===== src/rtl/step_pkg.sv =====
package step_pkg;

  typedef enum logic {
    STEP_EVERY_CYCLE = 1'b0,
    STEP_OPCODE_ONLY = 1'b1
  } step_mode_e;

  // A cycle holds for a stop only if it is a memory cycle that the mode selects.
  function automatic logic is_stop_point(input step_mode_e mode,
                                         input logic cyc_req,
                                         input logic opfetch);
    return cyc_req && ((mode == STEP_EVERY_CYCLE) || opfetch);
  endfunction

  // Debounce count: reload on an accepted press, else run down to zero.
  function automatic int unsigned lock_next(input int unsigned cur,
                                            input logic fire,
                                            input int unsigned load);
    if (fire) return load;
    if (cur != 0) return cur - 1;
    return 0;
  endfunction

endpackage


===== src/rtl/step_sync.sv =====
module step_sync #(
  parameter int W = 2
) (
  input  logic         clk,
  input  logic         rst_n,
  input  logic [W-1:0] async_in,
  output logic [W-1:0] sync_out
);
  logic [W-1:0] meta_q;

  for (genvar b = 0; b < W; b++) begin : g_bit
    always_ff @(posedge clk or negedge rst_n) begin
      if (!rst_n) begin
        meta_q[b]   <= 1'b0;
        sync_out[b] <= 1'b0;
      end else begin
        meta_q[b]   <= async_in[b];
        sync_out[b] <= meta_q[b];
      end
    end
  end
endmodule


===== src/rtl/step_debounce.sv =====
module step_debounce #(
  parameter int unsigned DEB_CYC = 10_000_000
) (
  input  logic clk,
  input  logic rst_n,
  input  logic step_s,
  output logic step_fire
);
  import step_pkg::*;

  localparam int unsigned CW = $clog2(DEB_CYC + 1);

  logic          step_q;
  logic [CW-1:0] lock_cnt;
  logic          step_edge;
  logic          lock_idle;

  assign step_edge = step_s && !step_q;
  assign lock_idle = (lock_cnt == '0);
  assign step_fire = step_edge && lock_idle;

  always_ff @(posedge clk or negedge rst_n) begin
    if (!rst_n) begin
      step_q   <= 1'b0;
      lock_cnt <= '0;
    end else begin
      step_q   <= step_s;
      lock_cnt <= CW'(lock_next(int'(lock_cnt), step_fire, DEB_CYC));
    end
  end


  no_refire_chk: assert property (@(posedge clk) disable iff (!rst_n)
    step_fire |=> !step_fire);


  lock_armed_chk: assert property (@(posedge clk) disable iff (!rst_n)
    step_fire |=> !lock_idle);
endmodule


===== src/rtl/run_step_hold.sv =====
module run_step_hold (
  input  logic clk,
  input  logic rst_n,
  input  logic run_s,
  input  logic step_fire,
  input  logic stop_pt,
  input  logic ready,
  output logic run_lat,
  output logic pend
);
  logic run_q;
  logic run_edge;
  logic consume;

  assign run_edge = run_s && !run_q;
  assign consume  = pend && stop_pt && ready;

  always_ff @(posedge clk or negedge rst_n) begin
    if (!rst_n) begin
      run_q   <= 1'b0;
      run_lat <= 1'b0;
      pend    <= 1'b0;
    end else begin
      run_q <= run_s;
      if (step_fire)     run_lat <= 1'b0;
      else if (run_edge) run_lat <= 1'b1;
      else if (!run_s)   run_lat <= 1'b0;
      if (step_fire)     pend <= 1'b1;
      else if (consume)  pend <= 1'b0;
    end
  end


  step_stops_run_chk: assert property (@(posedge clk) disable iff (!rst_n)
    step_fire |=> !run_lat);


  pend_source_chk: assert property (@(posedge clk) disable iff (!rst_n)
    $rose(pend) |-> $past(step_fire));


  pend_consumed_chk: assert property (@(posedge clk) disable iff (!rst_n)
    (consume && !step_fire) |=> !pend);
endmodule


===== src/rtl/cpu_step_ctrl.sv =====
module cpu_step_ctrl #(
  parameter int unsigned DEB_CYC = 10_000_000
) (
  input  logic clk,
  input  logic rst_n,
  input  logic run_in,
  input  logic step_btn,
  input  logic wait_req,
  input  logic step_mode,
  input  logic cyc_req,
  input  logic opfetch,
  output logic ready
);
  import step_pkg::*;

  logic [1:0] sw_sync;
  logic       run_s;
  logic       step_s;
  logic       step_fire;
  logic       stop_pt;
  logic       run_lat;
  logic       pend;

  step_sync #(.W(2)) u_sync (
    .clk      (clk),
    .rst_n    (rst_n),
    .async_in ({step_btn, run_in}),
    .sync_out (sw_sync)
  );
  assign run_s  = sw_sync[0];
  assign step_s = sw_sync[1];

  step_debounce #(.DEB_CYC(DEB_CYC)) u_deb (
    .clk       (clk),
    .rst_n     (rst_n),
    .step_s    (step_s),
    .step_fire (step_fire)
  );

  assign stop_pt = is_stop_point(step_mode_e'(step_mode), cyc_req, opfetch);

  run_step_hold u_hold (
    .clk       (clk),
    .rst_n     (rst_n),
    .run_s     (run_s),
    .step_fire (step_fire),
    .stop_pt   (stop_pt),
    .ready     (ready),
    .run_lat   (run_lat),
    .pend      (pend)
  );

  assign ready = rst_n && !wait_req && (run_lat || pend || !stop_pt);


  wait_blocks_chk: assert property (@(posedge clk) disable iff (!rst_n)
    wait_req |-> !ready);


  instr_runthrough_chk: assert property (@(posedge clk) disable iff (!rst_n)
    (step_mode && cyc_req && !opfetch && !wait_req) |-> ready);


  free_run_chk: assert property (@(posedge clk) disable iff (!rst_n)
    (run_lat && !wait_req) |-> ready);


  halt_at_stop_chk: assert property (@(posedge clk) disable iff (!rst_n)
    (!step_mode && cyc_req && !run_lat && !pend) |-> !ready);


  always_comb begin
    if (!rst_n) reset_quiet_chk: assert (!ready);
  end
endmodule


===== config.mk =====
export PLATFORM = sky130hd
export DESIGN_NAME = cpu_step_ctrl
export DESIGN_NICKNAME = d
export VERILOG_FILES = /design/src/rtl/step_pkg.sv /design/src/rtl/step_sync.sv /design/src/rtl/step_debounce.sv /design/src/rtl/run_step_hold.sv /design/src/rtl/cpu_step_ctrl.sv
export SDC_FILE = /design/constraint.sdc
export NUM_CORES = 1
export LEC_CHECK = 0
export BUFFER_PORTS_ARGS = -buffer_cell sky130_fd_sc_hd__buf_4
export CAP_MARGIN = 10
export CORE_MARGIN = 10
export CORE_UTILIZATION = 58
export DETAILED_ROUTE_END_ITERATION = 7
export HOLD_SLACK_MARGIN = 0.06
export PLACE_DENSITY_LB_ADDON = 0.1
export SYNTH_ARGS = -nofsm -noshare
export SYNTH_HDL_FRONTEND = slang
export SYNTH_SLANG_ARGS = --single-unit

===== constraint.sdc =====
create_clock -name clk -period 2.4 [get_ports clk]
set_input_delay 0.12 -clock clk [delete_from_list [all_inputs] [get_ports clk]]
set_output_delay 0.12 -clock clk [all_outputs]
set_load 0.02 [all_outputs]

==> impl_metrics.env <==
export IMPL_start_util_pct=60.35
export IMPL_ctsRootBufferMaster="sky130_fd_sc_hd__clkbuf_4"
export IMPL_grt_first_pass_wirelength_mm=5.230
export IMPL_detailroute_via_count=1137
export IMPL_cap_violations=0
export IMPL_dieArea_mm2=0.004976
export IMPL_hold_violations=0
export IMPL_route_antenna_remaining_nets=0
export IMPL_final_period_minus_worst_setup_slack_ps=1959
export IMPL_whs_path_depth=4
export IMPL_synthTopCellsByCount="sky130_fd_sc_hd__dfrtp_1, sky130_fd_sc_hd__nor2_1, sky130_fd_sc_hd__nand2_1"
export IMPL_static_leakage_power_uw=0.0006914
export IMPL_synthesized_net_count=151
export IMPL_ys_types=32
export IMPL_unrepaired_setup_endpoints_after_global_routing="false"
export IMPL_worst_clock_skew_ps=7.930
export IMPL_worst_rel_slew_slack_pct=71.70
export IMPL_ys_warns=0
export IMPL_cts_made_buffers=5
export IMPL_numClockSinks=32
export IMPL_postSynthCellCount=142
export IMPL_run_status="finished, final reports clean"
export IMPL_diodes=0
export IMPL_rr_worst_depth=4
export IMPL_synth_seq_area_share_pct=54.05
export IMPL_track_usage_pct=12.64
export IMPL_grt_met1_usage_pct=16.04
export IMPL_hold_path_endpoint="u_hold.pend$_DFFE_PN0P_"
export IMPL_sum_of_negative_setup_slack_ps=0
export IMPL_worst_slew_pin_transition_ps=420.6
export IMPL_critical_path_buf_inv_count=0
export IMPL_coreArea_mm2=0.002455
export IMPL_busiest_layer="met2"
export IMPL_place_detailed_hpwl_mm=2.111
export IMPL_drt_pass1_iter_count=4
export IMPL_dieHeight_um=70.54
export IMPL_grt_remaining_overflow=0
export IMPL_netlist_top_cells_area="sky130_fd_sc_hd__dfrtp_1, sky130_fd_sc_hd__nor2_1, sky130_fd_sc_hd__o31ai_1, sky130_fd_sc_hd__or4_1, sky130_fd_sc_hd__nor4_1"
export IMPL_report_final_setup_viol=0
export IMPL_routabilityCongestion=0.8243
export IMPL_timing_critical_path_fanout_max=5
export IMPL_setup_worst_path_class="reg2reg"
export IMPL_grtUsageMet2_pct=18.96
export IMPL_worst_path_largest_cell_delay_ps=580
export IMPL_timing_hold_worst_class="in2reg"
export IMPL_via_count_of_the_first_global_routing_pass=1109
export IMPL_final_period_utilization_pct=81.63
export IMPL_global_route_usage_met3_pct=5.160
export IMPL_drt_wirelength_mm=2.944
export IMPL_worst_hold_startpoint="wait_req"
export IMPL_critical_path_arrival_ps=2220
export IMPL_grt_antenna_before_repair=0
export IMPL_timing_max_transition_violations_final=0
export IMPL_clkTransAtPathRegs_ps=90
export IMPL_avg_synthesized_cell_area_um2=10.43
export IMPL_ctsLongestPathBuffers=2
export IMPL_share_of_layout_cells_above_drive_strength_1_pct=18.40
export IMPL_final_instance_count_excl_fill=193
export IMPL_critical_path_top_delay_family="simple AND/OR/NAND/NOR gates"
export IMPL_max_clk_rate_mhz=510.4
export IMPL_yosys_area_top_type="sky130_fd_sc_hd__dfrtp_1"
export IMPL_synth_cell_area_mm2=0.001481
export IMPL_r2r_setup_slk_ps=440
export IMPL_num_io_pins=9
export IMPL_tritoncts="yes"
export IMPL_critPathSlowestCell="sky130_fd_sc_hd__or4_4"
export IMPL_post_drt_wl_per_cell_um=15.25
export IMPL_ys_flop_type="sky130_fd_sc_hd__dfrtp_1"
export IMPL_post_synth_top_count_cell="sky130_fd_sc_hd__dfrtp_1"
export IMPL_fin_nets=171
export IMPL_cellPowerDensity_mw_per_mm2=704.1
export IMPL_die_x_um=70.54
export IMPL_count_of_flip_flops_with_a_built_in_enable_after_synthesis=0
export IMPL_largest_net_degree_at_the_start_of_global_routing=34
export IMPL_areaGrowthSynthToFinish_pct=14.19
export IMPL_drcViolationCount=0
export IMPL_cp_cell_sequence="or4_4 -> or2_1 -> or3_1 -> a31oi_1"
export IMPL_async_reset_ff_share_pct=100.0
export IMPL_synth_top_cell_area_share_pct=54.05
export IMPL_worst_ir_drop_vdd_uv=706.3
export IMPL_cp_start_kind="flop"
export IMPL_dp_cells=182
export IMPL_layout_filler_cells=209
export IMPL_r2r_end="u_deb.lock_cnt[7]$_DFF_PN0_"
export IMPL_placement_io_buffers=8
export IMPL_critical_path_reg2reg_startpoint="u_deb.lock_cnt[19]$_DFF_PN0_"
export IMPL_dr_first_iter_drc_count=110
export IMPL_synth_ff_latch_count=32
export IMPL_htree_levels=2
export IMPL_worst_ep_required_time_ps=2660
export IMPL_worstSkewPairLatency_ps=330
export IMPL_viasPerCell=5.891
export IMPL_num_rows=18
export IMPL_cp_end_kind="flop"
-- per-layer routing --
metal,vias to the layer above,routed length [um]
li1,559,-
met1,545,1398
met2,29,1348
met3,4,151
met4,0,46
met5,-,0
-- cell usage in the layout, fill, tap and decap left out --
cell and count:
sky130_fd_sc_hd__inv_1 6, sky130_fd_sc_hd__nor4_4 1, sky130_fd_sc_hd__o41ai_1 2, sky130_fd_sc_hd__nor2_1 14, sky130_fd_sc_hd__nand2b_1 2, sky130_fd_sc_hd__xor2_1 4
sky130_fd_sc_hd__nor4_1 6, sky130_fd_sc_hd__dlygate4sd3_1 3, sky130_fd_sc_hd__nand2_1 8, sky130_fd_sc_hd__mux2_2 2, sky130_fd_sc_hd__nor2b_1 1, sky130_fd_sc_hd__nor4_2 1
sky130_fd_sc_hd__clkbuf_8 1, sky130_fd_sc_hd__or4_1 6, sky130_fd_sc_hd__dfrtp_1 32, sky130_fd_sc_hd__mux2i_1 1, sky130_fd_sc_hd__or2_2 2, sky130_fd_sc_hd__o21ai_0 7
sky130_fd_sc_hd__nor3_1 7, sky130_fd_sc_hd__or4_4 2, sky130_fd_sc_hd__o31ai_1 6, sky130_fd_sc_hd__nand4_1 1, sky130_fd_sc_hd__clkbuf_4 5, sky130_fd_sc_hd__o21ai_1 3
sky130_fd_sc_hd__clkinv_2 2, sky130_fd_sc_hd__nand3_1 3, sky130_fd_sc_hd__buf_4 12, sky130_fd_sc_hd__a31oi_1 4, sky130_fd_sc_hd__a21oi_1 7, sky130_fd_sc_hd__xnor2_1 4
sky130_fd_sc_hd__nor3_2 1, sky130_fd_sc_hd__or3_4 1, sky130_fd_sc_hd__or3_1 4, sky130_fd_sc_hd__or2_1 1, sky130_fd_sc_hd__ha_1 1
-- worst min-delay path, stage by stage --
cell	delay, ps
sky130_fd_sc_hd__buf_4	70
sky130_fd_sc_hd__nand2b_1	110
sky130_fd_sc_hd__o21ai_0	100
sky130_fd_sc_hd__o21ai_1	70
-- state kept, by name, indices dropped and copies added (netlist names) --
signal / count
u_hold.pend: 1
u_deb.lock_cnt: 24
u_hold.run_q: 1
u_deb.step_q: 1
u_hold.run_lat: 1
u_sync.sync_out: 2
u_sync.meta_q: 2
-- report_power, final --
part	switching, uW	leakage (uW)	internal [uW]
registers	102	0.000392	609
clock network	178	0.0000380	139
logic	79.4	0.000262	83.9
-- cells by family (layout without fill, tap and decap cells) --
kind of cell | count (synthesis) | count (layout) | share of synthesized area (%)
xor gates and xnor gates | 8 | 8 | 4.729
buffers and inverters | 8 | 29 | 2.111
adders and majority gates | 1 | 1 | 0.8445
DFF | 32 | 32 | 54.05
AOI/OAI and AO/OA | 29 | 29 | 11.65
muxes | 3 | 3 | 2.196
and+or+nand+nor | 61 | 61 | 24.41
-- how the worst max path moves through the flow --
stage | start | cells after the start | end | slack [ps]
finish | u_deb.lock_cnt[19]$_DFF_PN0_ | 4 | u_deb.lock_cnt[7]$_DFF_PN0_ | 440
global route | u_deb.lock_cnt[2]$_DFF_PN0_ | 4 | u_deb.lock_cnt[10]$_DFF_PN0_ | 320
CTS | u_deb.lock_cnt[2]$_DFF_PN0_ | 4 | u_deb.lock_cnt[10]$_DFF_PN0_ | 430
detailed placement | u_deb.lock_cnt[2]$_DFF_PN0_ | 4 | u_deb.lock_cnt[10]$_DFF_PN0_ | 470
global placement | u_deb.lock_cnt[19]$_DFF_PN0_ | 4 | u_deb.lock_cnt[19]$_DFF_PN0_ | 510
floorplan | u_deb.lock_cnt[8]$_DFF_PN0_ | 4 | u_deb.lock_cnt[14]$_DFF_PN0_ | 550
-- per-stage QoR --
stage,hold WS [ps],setup slack [ps],power (uW),instance area (um^2),util [%]
2_1_floorplan,-175.6,549.0,818.9,1481,-
3_3_place_gp,75.53,508.8,867.6,1600,65.19
3_5_place_dp,79.66,466.7,879.2,1600,65.19
6_report,175.5,440.8,1191,1692,68.91
5_1_grt,210.4,315.6,1266,1692,68.91
4_1_cts,170.3,425.2,1199,1692,68.91
-- timing repair --
action | in CTS | in global routing
buffers inserted | 0 | 0
gates resized for setup | 0 | 0
hold buffers | 3 | 0
hold endpoints to repair | 34 | 0
setup endpoints to repair | 0 | 0
-- layout make-up --
| cell class | count | area (um^2) | area share, % |
|---|---|---|---|
| flip-flops and latches | 32 | 800.8 | 47.34 |
| multi-input cells | 102 | 649.4 | 38.39 |
| repair buffers | 15 | 120.1 | 7.101 |
| clock buffers | 6 | 51.30 | 3.033 |
| well taps | 30 | 37.54 | 2.219 |
| inverters | 6 | 22.52 | 1.331 |
| clock inverters | 2 | 10.01 | 0.5917 |
No activity file was read; power rests on OpenSTA's default activity.
